===== src/rtl/dma_pkg.sv =====
package dma_pkg;

  typedef enum logic [1:0] {ST_IDLE, ST_READ, ST_WRITE} dma_state_e;

  localparam logic [1:0] MODE_CONST = 2'b00;
  localparam logic [1:0] MODE_INC   = 2'b01;

  localparam logic [3:0] REG_CTL       = 4'd0;
  localparam logic [3:0] REG_EVT_EN    = 4'd1;
  localparam logic [3:0] REG_EVT_FLAG  = 4'd2;
  localparam logic [3:0] REG_SRC_BASE  = 4'd3;
  localparam logic [3:0] REG_DST_BASE  = 4'd4;
  localparam logic [3:0] REG_ELEMS     = 4'd5;
  localparam logic [3:0] REG_FRAMES    = 4'd6;
  localparam logic [3:0] REG_SRC_NOW   = 4'd7;
  localparam logic [3:0] REG_DST_NOW   = 4'd8;
  localparam logic [3:0] REG_ELEM_POS  = 4'd9;
  localparam logic [3:0] REG_FRAME_POS = 4'd10;

  localparam int CTL_EN_BIT    = 7;
  localparam int CTL_SMODE_LSB = 12;
  localparam int CTL_DMODE_LSB = 14;
  localparam int CTL_SIZE_LSB  = 16;
  localparam int EVT_BLOCK_BIT = 5;

endpackage


===== src/rtl/dma_addr_gen.sv =====
module dma_addr_gen
  import dma_pkg::*;
#(
  parameter int ADDR_W = 32
) (
  input  logic              clk,
  input  logic              rst_n,
  input  logic              load,
  input  logic [ADDR_W-1:0] start_addr,
  input  logic              step,
  input  logic [1:0]        mode,
  input  logic [1:0]        size,
  output logic [ADDR_W-1:0] cur
);

  logic [ADDR_W-1:0] cur_q, cur_d, incr;

  assign incr = (mode == MODE_INC) ? (ADDR_W'(1) << size) : '0;

  always_comb begin
    cur_d = cur_q;
    if (load)      cur_d = start_addr;
    else if (step) cur_d = cur_q + incr;
  end

  always_ff @(posedge clk or negedge rst_n) begin
    if (!rst_n)             cur_q <= '0;
    else if (load || step)  cur_q <= cur_d;
  end

  assign cur = cur_q;


  const_hold_chk: assert property (@(posedge clk) disable iff (!rst_n)
    (step && !load && mode != MODE_INC) |=> $stable(cur_q));


  inc_step_chk: assert property (@(posedge clk) disable iff (!rst_n)
    (step && !load && mode == MODE_INC) |=> cur_q == $past(cur_q) + (ADDR_W'(1) << $past(size)));

endmodule


===== src/rtl/dma_seq.sv =====
module dma_seq
  import dma_pkg::*;
#(
  parameter int CNT_W = 16
) (
  input  logic             clk,
  input  logic             rst_n,
  input  logic             en,
  input  logic [CNT_W-1:0] elems,
  input  logic [CNT_W-1:0] frames,
  input  logic             mem_ready,
  output logic             mem_valid,
  output logic             mem_we,
  output logic             load,
  output logic             step,
  output logic             rd_hs,
  output logic             blk_done,
  output logic [CNT_W-1:0] elem_pos,
  output logic [CNT_W-1:0] frame_pos
);

  dma_state_e       state_q, state_d;
  logic [CNT_W-1:0] e_q, e_d, f_q, f_d;
  logic [CNT_W-1:0] e_last, f_last;

  assign e_last = (elems  == '0) ? '0 : elems  - 1'b1;
  assign f_last = (frames == '0) ? '0 : frames - 1'b1;

  always_comb begin
    state_d  = state_q;
    e_d      = e_q;
    f_d      = f_q;
    load     = 1'b0;
    step     = 1'b0;
    rd_hs    = 1'b0;
    blk_done = 1'b0;
    case (state_q)
      ST_IDLE: begin
        if (en) begin
          load    = 1'b1;
          e_d     = '0;
          f_d     = '0;
          state_d = ST_READ;
        end
      end
      ST_READ: begin
        if (mem_ready) begin
          rd_hs   = 1'b1;
          state_d = en ? ST_WRITE : ST_IDLE;
        end
      end
      ST_WRITE: begin
        if (mem_ready) begin
          step = 1'b1;
          if (e_q == e_last) begin
            e_d = '0;
            f_d = f_q + 1'b1;
            if (f_q == f_last) begin
              blk_done = 1'b1;
              state_d  = ST_IDLE;
            end else begin
              state_d = en ? ST_READ : ST_IDLE;
            end
          end else begin
            e_d     = e_q + 1'b1;
            state_d = en ? ST_READ : ST_IDLE;
          end
        end
      end
      default: state_d = ST_IDLE;
    endcase
  end

  always_ff @(posedge clk or negedge rst_n) begin
    if (!rst_n) begin
      state_q <= ST_IDLE;
      e_q     <= '0;
      f_q     <= '0;
    end else begin
      state_q <= state_d;
      if (load || step) begin
        e_q <= e_d;
        f_q <= f_d;
      end
    end
  end

  assign mem_valid = (state_q != ST_IDLE);
  assign mem_we    = (state_q == ST_WRITE);
  assign elem_pos  = e_q;
  assign frame_pos = f_q;


  req_hold_chk: assert property (@(posedge clk) disable iff (!rst_n)
    (mem_valid && !mem_ready) |=> (mem_valid && $stable(mem_we)));


  done_idle_chk: assert property (@(posedge clk) disable iff (!rst_n)
    blk_done |=> (state_q == ST_IDLE));


  read_then_write_chk: assert property (@(posedge clk) disable iff (!rst_n)
    $rose(mem_we) |-> $past(rd_hs));


  pos_bound_chk: assert property (@(posedge clk) disable iff (!rst_n)
    mem_valid |-> (e_q <= e_last && f_q <= f_last));

endmodule


===== src/rtl/dma_regs.sv =====
module dma_regs
  import dma_pkg::*;
#(
  parameter int ADDR_W = 32,
  parameter int CNT_W  = 16
) (
  input  logic              clk,
  input  logic              rst_n,
  input  logic              reg_we,
  input  logic [3:0]        reg_addr,
  input  logic [31:0]       reg_wdata,
  output logic [31:0]       reg_rdata,
  input  logic              blk_done,
  input  logic [ADDR_W-1:0] src_now,
  input  logic [ADDR_W-1:0] dst_now,
  input  logic [CNT_W-1:0]  elem_pos,
  input  logic [CNT_W-1:0]  frame_pos,
  output logic              en,
  output logic [1:0]        smode,
  output logic [1:0]        dmode,
  output logic [1:0]        size,
  output logic [ADDR_W-1:0] src_base,
  output logic [ADDR_W-1:0] dst_base,
  output logic [CNT_W-1:0]  elems,
  output logic [CNT_W-1:0]  frames,
  output logic              irq
);

  logic              en_q, en_d, ie_q, ie_d, flag_q, flag_d;
  logic [1:0]        sm_q, sm_d, dm_q, dm_d, sz_q, sz_d;
  logic [ADDR_W-1:0] sb_q, sb_d, db_q, db_d;
  logic [CNT_W-1:0]  ec_q, ec_d, fc_q, fc_d;

  always_comb begin
    en_d = en_q; ie_d = ie_q; flag_d = flag_q;
    sm_d = sm_q; dm_d = dm_q; sz_d = sz_q;
    sb_d = sb_q; db_d = db_q; ec_d = ec_q; fc_d = fc_q;
    if (reg_we) begin
      case (reg_addr)
        REG_CTL: begin
          en_d = reg_wdata[CTL_EN_BIT];
          if (!en_q) begin
            sm_d = reg_wdata[CTL_SMODE_LSB +: 2];
            dm_d = reg_wdata[CTL_DMODE_LSB +: 2];
            sz_d = reg_wdata[CTL_SIZE_LSB  +: 2];
          end
        end
        REG_EVT_EN:   ie_d = reg_wdata[EVT_BLOCK_BIT];
        REG_EVT_FLAG: if (reg_wdata[EVT_BLOCK_BIT]) flag_d = 1'b0;
        REG_SRC_BASE: if (!en_q) sb_d = reg_wdata[ADDR_W-1:0];
        REG_DST_BASE: if (!en_q) db_d = reg_wdata[ADDR_W-1:0];
        REG_ELEMS:    if (!en_q) ec_d = reg_wdata[CNT_W-1:0];
        REG_FRAMES:   if (!en_q) fc_d = reg_wdata[CNT_W-1:0];
        default: ;
      endcase
    end
    if (blk_done) begin
      en_d   = 1'b0;
      flag_d = 1'b1;
    end
  end

  always_ff @(posedge clk or negedge rst_n) begin
    if (!rst_n) begin
      en_q <= 1'b0; ie_q <= 1'b0; flag_q <= 1'b0;
      sm_q <= '0; dm_q <= '0; sz_q <= '0;
      sb_q <= '0; db_q <= '0; ec_q <= '0; fc_q <= '0;
    end else begin
      en_q   <= en_d;
      ie_q   <= ie_d;
      flag_q <= flag_d;
      sm_q   <= sm_d;
      dm_q   <= dm_d;
      sz_q   <= sz_d;
      sb_q   <= sb_d;
      db_q   <= db_d;
      ec_q   <= ec_d;
      fc_q   <= fc_d;
    end
  end

  always_comb begin
    reg_rdata = '0;
    case (reg_addr)
      REG_CTL: begin
        reg_rdata[CTL_EN_BIT]           = en_q;
        reg_rdata[CTL_SMODE_LSB +: 2]   = sm_q;
        reg_rdata[CTL_DMODE_LSB +: 2]   = dm_q;
        reg_rdata[CTL_SIZE_LSB  +: 2]   = sz_q;
      end
      REG_EVT_EN:    reg_rdata[EVT_BLOCK_BIT] = ie_q;
      REG_EVT_FLAG:  reg_rdata[EVT_BLOCK_BIT] = flag_q;
      REG_SRC_BASE:  reg_rdata = 32'(sb_q);
      REG_DST_BASE:  reg_rdata = 32'(db_q);
      REG_ELEMS:     reg_rdata = 32'(ec_q);
      REG_FRAMES:    reg_rdata = 32'(fc_q);
      REG_SRC_NOW:   reg_rdata = 32'(src_now);
      REG_DST_NOW:   reg_rdata = 32'(dst_now);
      REG_ELEM_POS:  reg_rdata = 32'(elem_pos);
      REG_FRAME_POS: reg_rdata = 32'(frame_pos);
      default: ;
    endcase
  end

  assign en       = en_q;
  assign smode    = sm_q;
  assign dmode    = dm_q;
  assign size     = (sz_q == 2'd3) ? 2'd2 : sz_q;
  assign src_base = sb_q;
  assign dst_base = db_q;
  assign elems    = ec_q;
  assign frames   = fc_q;
  assign irq      = flag_q & ie_q;


  flag_set_chk: assert property (@(posedge clk) disable iff (!rst_n)
    blk_done |=> (flag_q && !en_q));


  w1c_clear_chk: assert property (@(posedge clk) disable iff (!rst_n)
    (reg_we && reg_addr == REG_EVT_FLAG && reg_wdata[EVT_BLOCK_BIT] && !blk_done) |=> !flag_q);


  base_lock_chk: assert property (@(posedge clk) disable iff (!rst_n)
    (en_q && reg_we && reg_addr == REG_SRC_BASE) |=> $stable(sb_q));

endmodule


===== src/rtl/dma_frame_chan.sv =====
module dma_frame_chan
  import dma_pkg::*;
#(
  parameter int ADDR_W = 32,
  parameter int CNT_W  = 16
) (
  input  logic              clk,
  input  logic              rst_n,
  input  logic              reg_we,
  input  logic [3:0]        reg_addr,
  input  logic [31:0]       reg_wdata,
  output logic [31:0]       reg_rdata,
  output logic              mem_valid,
  output logic              mem_we,
  output logic [1:0]        mem_size,
  output logic [ADDR_W-1:0] mem_addr,
  output logic [31:0]       mem_wdata,
  input  logic              mem_ready,
  input  logic [31:0]       mem_rdata,
  output logic              irq
);

  localparam int SIDES = 2;

  logic              en, load, step, rd_hs, blk_done;
  logic [1:0]        smode, dmode, size;
  logic [ADDR_W-1:0] src_base, dst_base;
  logic [CNT_W-1:0]  elems, frames, elem_pos, frame_pos;
  logic [ADDR_W-1:0] side_base [SIDES];
  logic [1:0]        side_mode [SIDES];
  logic [ADDR_W-1:0] side_cur  [SIDES];
  logic [31:0]       data_q, data_d;

  dma_regs #(.ADDR_W(ADDR_W), .CNT_W(CNT_W)) u_regs (
    .clk(clk), .rst_n(rst_n), .reg_we(reg_we), .reg_addr(reg_addr),
    .reg_wdata(reg_wdata), .reg_rdata(reg_rdata), .blk_done(blk_done),
    .src_now(side_cur[0]), .dst_now(side_cur[1]),
    .elem_pos(elem_pos), .frame_pos(frame_pos),
    .en(en), .smode(smode), .dmode(dmode), .size(size),
    .src_base(src_base), .dst_base(dst_base), .elems(elems), .frames(frames),
    .irq(irq)
  );

  dma_seq #(.CNT_W(CNT_W)) u_seq (
    .clk(clk), .rst_n(rst_n), .en(en), .elems(elems), .frames(frames),
    .mem_ready(mem_ready), .mem_valid(mem_valid), .mem_we(mem_we),
    .load(load), .step(step), .rd_hs(rd_hs), .blk_done(blk_done),
    .elem_pos(elem_pos), .frame_pos(frame_pos)
  );

  assign side_base[0] = src_base;
  assign side_base[1] = dst_base;
  assign side_mode[0] = smode;
  assign side_mode[1] = dmode;

  for (genvar s = 0; s < SIDES; s++) begin : g_side
    dma_addr_gen #(.ADDR_W(ADDR_W)) u_ag (
      .clk(clk), .rst_n(rst_n), .load(load), .start_addr(side_base[s]),
      .step(step), .mode(side_mode[s]), .size(size), .cur(side_cur[s])
    );
  end

  always_comb begin
    case (size)
      2'd0:    data_d = {24'b0, mem_rdata[7:0]};
      2'd1:    data_d = {16'b0, mem_rdata[15:0]};
      default: data_d = mem_rdata;
    endcase
  end

  always_ff @(posedge clk or negedge rst_n) begin
    if (!rst_n)     data_q <= '0;
    else if (rd_hs) data_q <= data_d;
  end

  assign mem_addr  = mem_we ? side_cur[1] : side_cur[0];
  assign mem_wdata = data_q;
  assign mem_size  = size;


  addr_hold_chk: assert property (@(posedge clk) disable iff (!rst_n)
    (mem_valid && !mem_ready) |=> $stable(mem_addr));

endmodule


===== config.mk =====
export PLATFORM = sky130hd
export DESIGN_NAME = dma_frame_chan
export DESIGN_NICKNAME = d
export VERILOG_FILES = /design/src/rtl/dma_pkg.sv /design/src/rtl/dma_addr_gen.sv /design/src/rtl/dma_seq.sv /design/src/rtl/dma_regs.sv /design/src/rtl/dma_frame_chan.sv
export SDC_FILE = /design/constraint.sdc
export NUM_CORES = 1
export LEC_CHECK = 0
export BUFFER_PORTS_ARGS = -buffer_cell sky130_fd_sc_hd__buf_2
export CAP_MARGIN = 40
export CORE_MARGIN = 2
export CORE_UTILIZATION = 50
export CTS_CLUSTER_SIZE = 8
export DETAILED_ROUTE_END_ITERATION = 10
export PLACE_DENSITY = 0.78
export SYNTH_ARGS = -nofsm -noshare
export SYNTH_HDL_FRONTEND = slang
export SYNTH_SLANG_ARGS = --single-unit

===== constraint.sdc =====
create_clock -name clk -period 4.39 [get_ports clk]
set_clock_uncertainty 0.2 [all_clocks]
set_input_delay 0.439 -clock clk [delete_from_list [all_inputs] [get_ports clk]]
set_output_delay 0.439 -clock clk [all_outputs]
set_load 0.01 [all_outputs]

### Yosys cells after proc, flatten, opt, wreduce, memory -nomap -nowiden

Index checks and enable logic that the tools add are counted.

* input port bits: 72
* bits in latches: 0
* memories: 0
* bits in writable memories: 0
* ROM bits: 0
* output and inout port bits: 101
* register bits after elaboration: 235

* magnitude comparators: 0
* divide/modulo/power cells: 0
* equal/unequal tests: 22
* add/sub/neg operators: 6
* reduce and logical (&&, ||, !) cells: 25
* bitwise operators: 2
* $mul: 0
* shift operators: 1
* mux-type cells: 49

Operators with widths (number)
* two-way mux 32 bit: 7
* two-way mux 16 bit: 7
* adder 32 bit: 2
* one-hot mux 16 bit (2 select lines): 2
* one-hot mux 32 bit (2 select lines): 1
* one-hot mux 14 bit (4 select lines): 1
* one-hot mux 6 bit (9 select lines): 1
* one-hot mux 5 bit (8 select lines): 1
* adder 16 x 1 -> 16 bit (second input constant): 2
* == test 16 bit: 2
* logical NOT 16 bit: 2
* one-hot mux 4 bit (8 select lines): 1
* << shifter 1 x 2 -> 32 bit (first input constant): 1
* subtractor 16 x 1 -> 16 bit (second input constant): 2
* AND reduction 3 bit: 7
* two-way mux 1 bit: 17
* == test 4 x 3 -> 1 bit (second input constant): 4
* two-way mux 2 bit: 7
* nonzero test 2 bit: 7
* == test 4 bit (second input constant): 3
* one-hot mux 1 bit (10 select lines): 1
* one-hot mux 1 bit (9 select lines): 1
* == test 2 x 1 -> 1 bit (second input constant): 4
* == test 4 x 2 -> 1 bit (second input constant): 2
* other kinds (14): 20

### Logic depth before layout (Yosys ltp)

* word-level depth: 9
* mapped depth: 16
* gate-level depth less buffers: 14

### Modules after synthesis

Synthesis repeated with hierarchy kept, for this count alone.

* cell total of the unflattened synthesis: 1503
* area, all modules: 15303.4 µm²

Modules (own cells, without submodules)
* dma_regs: seq. area each 2627.5 µm², instances 1, area an instance 5998.3 µm², cells each 495
* dma_addr_gen: seq. area each 800.8 µm², instances 2, area an instance 2008.2 µm², cells each 213
* dma_seq: seq. area each 850.8 µm², instances 1, area an instance 3469.6 µm², cells each 425
* dma_frame_chan: seq. area each 800.8 µm², instances 1, area an instance 1819.2 µm², cells each 157

### Worst setup path before layout

No wires, ideal clock.

* path kind: register to register
* from: register u_regs.ec_q[0] (netlist: u_regs.elems[0])
* to: register u_seq.f_q[11] (netlist: u_seq.frame_pos[11])
* arrival: 3477 ps
* setup time: 132 ps
* cell stages (with the launch flop): 14
* clock period less this slack: 3809 ps
* data required time: 4058 ps
* setup slack: 581 ps
* cell sequence: dfrtp_1 > clkbuf_1 > inv_1 > ha_1 > or3b_1 > buf_2 > nor4_4 > nand2_4 > a2111o_1 > a2111oi_4 > nand4b_4 > a2111oi_2 > xnor2_1 > nor2_1

* word-level cells in the longest chain between the ends: 5
* elaborated cells on any way between the ends: 6
* those cells by class: add/sub (1); eq/ne (2); mux (1); reduce/logical (2)

RTL lines
* start, declared: line dma_regs.sv:32 `logic [CNT_W-1:0] ec_q, ec_d, fc_q, fc_d;`
* start signal, assigned: line dma_regs.sv:67 `sb_q <= '0; db_q <= '0; ec_q <= '0; fc_q <= '0;`
* start signal, assigned: line dma_regs.sv:77 `ec_q <= ec_d;`
* subtractor 16 x 1 -> 16 bit or logical NOT 16 bit (tied branches): line dma_seq.sv:26 `assign e_last = (elems == '0) ? '0 : elems - 1'b1;`
* two-way mux 16 bit (*): line dma_seq.sv:26
* == test 16 bit (*): line dma_seq.sv:55 `if (e_q == e_last) begin`
* inequality test 2 x 1 -> 1 bit (no line) (*)
* AND reduction 5 bit (no line) (*)
* end signal, assigned: line dma_seq.sv:78 `f_q <= '0;`
* end signal, assigned: line dma_seq.sv:83 `f_q <= f_d;`
* end, declared: line dma_seq.sv:23 `logic [CNT_W-1:0] e_q, e_d, f_q, f_d;`

Mark *: on every way between the ends. The rest lies on a longest branch, timed or not.
A chain may end at the register's enable or synchronous reset.

### Final worst setup path

* from: register u_regs.ec_q[5] (netlist: u_regs.elems[5])
* to: register u_seq.f_q[7] (netlist: u_seq.frame_pos[7])

Same word-level chain as after synthesis.

==> impl_metrics.toml <==
[cts]
cts_num_sinks = 235
clock_tree.buffer_depth = 3
clk_latency_ns = 0.53
clock-root-buffer = "clkbuf_16"
cts_tree = "built"
worst_setup_hold_path_clk_slew_ns = 0.05
numCtsBuffers = 35
cts_max_level = 2

[power_and_ir_drop]
power_uw = 9430
netSwitchingPower_uw = 3740
comb_power_share = 0.356
clock_power_share = 0.256
powerDensity_mw_per_mm2 = 565
p_leak_uw = 0.00755
pwr-share-seq = 0.388
p_sw_frac = 0.397
ir_worst_vdd_mv = 0.388
p_int_uw = 5690

[drt]
drc = 0
wirelength_um = 47400
vias_per_cell = 6.29
drt.antenna.violating_nets = 0
vias = 13300
wl_per_cell_um = 22.5
drtIter0Drc = 1434
drt-pass1-iter-count = 7

[timing]
rsz0062_at_grt = "no"
fin_crit_ns = 4.08
maxSlewViolCount = 0
fin_crit_sh = 0.930
setup_viol = 0
finalHoldViolCount = 0
fmax_ghz = 0.245
slew_headroom = 0.387
tns_ns = 0
worst_pin_slew_ns = 0.916

[placed_design]
portBuffers = 172
place.gp.congestion = 0.950
place_hpwl_um = 33100

[outcome]
status = "finished, final reports clean"

[die]
dieArea_mm2 = 0.0291
die_w_um = 171
core_mm2 = 0.0271
chipHeight_um = 171
pin_count = 173
num_rows = 60
start_util = 0.512

[final_layout]
drive_gt1_frac = 0.238
multi_input_comb_area_mm2 = 0.00748
syn_to_final_growth_pct = 20.3
final_common_cell = "nand2_1"
regArea_mm2 = 0.00588
final_cell_mix = "nand2_1, dfrtp_1, buf_2, mux2_2, o21ai_0"
antenna_cells = 0
fin_nets = 1821
fillers = 2255

[synthesis]
ys_seq_area_frac = 0.424
ys.flop_type = "dfrtp_1"
synth_enable_flop_cells = 0
ys_warn_count = 0
synth_seq_cells = 235
ys_types = 81
syn-instance-count = 1528
synthArstFlopShare = 1.00
netlist_area_mm2 = 0.0139
syn_avg_cell_area_um2 = 9.09

[grt]
grt_first_pass_wirelength_um = 72100
grt_overflow = 0
grt_max_degree = 111
antenna_found_initial = 1
track_usage = 0.322
grt_pass1_vias = 12900

[worst_setup_path]
worst-endpoint-arrival_ns = 4.31
reg2reg_depth = 9
crit_path_end_kind = "flop"
worstSetupPathType = "reg -> reg"
path_max_fanout = 10
required_ns = 4.61
start_kind = "flop"

[hold_path]
hold_path_depth = 3
hold_class = "in -> reg"

[job]
timing.max_cap.violations = 0
-- flip-flops by register name, summed over array words and instances (netlist names), 2 cells and up --
signal	flops
g_side.u_ag.cur	64
mem_wdata	32
u_regs.dmode	2
u_regs.dst_base	32
u_regs.elems	16
u_regs.frames	16
u_regs.smode	2
u_regs.src_base	32
u_regs.sz_q	2
u_seq.elem_pos	16
u_seq.frame_pos	16
u_seq.state_q	2
-- power groups by stage --
stage	Clock [µW]	Combinational [µW]	Sequential, µW
finish	2420	3360	3660
global route	2530	3670	3740
CTS	2450	3310	3620
detailed placement	0	3250	3650
global placement	0	3220	3610
floorplan	0	2190	3390
-- cells in the mapped netlist (13+ instances only) --
| library cell | n | area, µm² |
|---|---|---|
| o21ai_0 | 103 | 515 |
| dfrtp_1 | 235 | 5880 |
| or3_1 | 13 | 81.3 |
| mux2_2 | 111 | 1250 |
| nand4_1 | 30 | 188 |
| a21oi_1 | 38 | 190 |
| xnor2_1 | 49 | 429 |
| nor2_1 | 84 | 315 |
| nor3_1 | 28 | 140 |
| nor4_1 | 15 | 93.8 |
| and3_1 | 16 | 100 |
| clkbuf_1 | 87 | 327 |
| or4_1 | 14 | 105 |
| xor2_1 | 38 | 333 |
| a22oi_1 | 79 | 593 |
| nand2b_1 | 15 | 93.8 |
| buf_1 | 13 | 48.8 |
| nand2_1 | 273 | 1020 |
| inv_1 | 32 | 120 |
| nand3_1 | 52 | 260 |
-- per-stage QoR --
stage                     cells  setup slack (ns)  cell area (µm²)  hold WS (ns)   util
final                      2110             0.305            16700       0.00499  0.616
after global routing       2110             0.106            16700        0.0152  0.616
after CTS                  2110             0.293            16700       0.00110  0.616
after detailed placement   2021             0.287            15300         0.265  0.563
after global placement     2021             0.411            15300         0.258  0.563
after floorplan            1529             0.581            13900       -0.0566      -
-- final timing paths --
check | startpoint | to | slack [ns]
min reg2reg | mem_wdata[28]$_DFFE_PN0P_ | mem_wdata[28]$_DFFE_PN0P_ | 0.27
min in group asynchronous | rst_n | g_side[1].u_ag.cur[5]$_DFFE_PN0P_ | 0.36
max reg2reg | u_regs.elems[5]$_DFFE_PN0P_ | u_seq.frame_pos[7]$_DFFE_PN0P_ | 0.31
min | mem_rdata[27] | mem_wdata[27]$_DFFE_PN0P_ | 0.005
max in group asynchronous | rst_n | u_regs.src_base[12]$_DFFE_PN0P_ | 2.62
max | u_regs.elems[5]$_DFFE_PN0P_ | u_seq.frame_pos[7]$_DFFE_PN0P_ | 0.31
-- layout make-up --
cell class	instances	area share
Clock buffer	37	0.0548
Clock inverter	3	0.00180
Inverter	33	0.00742
Multi-Input combinational cell	1152	0.448
Sequential cell	235	0.352
Tap cell	372	0.0279
Timing Repair Buffer	278	0.108
-- worst max-delay path, stage by stage (launching register included) --
cell and delay [ns]:
dfrtp_1 0.47, or3_1 0.59, o41ai_2 0.47, mux2i_1 0.16, a2111oi_0 0.47, nand4_1 0.23
nor4b_2 0.49, a21oi_2 0.20, or4_1 0.54, a21oi_1 0.16
-- layer usage --
metal | track usage | vias up | wire length (µm)
met1 | 0.426 | 6471 | 18900
met4 | 0.141 | 2 | 1820
met2 | 0.508 | 742 | 21900
met3 | 0.0745 | 139 | 4810
met5 | 0 | - | 10
li1 | - | 5910 | -
-- cell families (layout without fill, tap and decap cells) --
| group | count (synthesis) | after routing | synth area share |
|---|---|---|---|
| XOR/XNOR | 87 | 87 | 0.0549 |
| multiplexers | 121 | 121 | 0.0972 |
| flip-flops | 235 | 235 | 0.424 |
| AND/OR/NAND/NOR | 594 | 594 | 0.206 |
| adder cells (fa/ha/maj) | 14 | 14 | 0.0137 |
| AO/OA/AOI/OAI | 334 | 334 | 0.164 |
| other | 1 | 2 | 0.000270 |
| buffers and inverters | 142 | 351 | 0.0403 |
-- what timing repair did --
| action | CTS | global route |
|---|---|---|
| resized for setup | 0 | 2 |
| setup buffers | 0 | 0 |
| hold endpoints to repair | 172 | 0 |
| setup endpoints to repair | 0 | 3 |
| hold buffers | 49 | 0 |
Note: power is estimated with default switching activity, not from simulation.
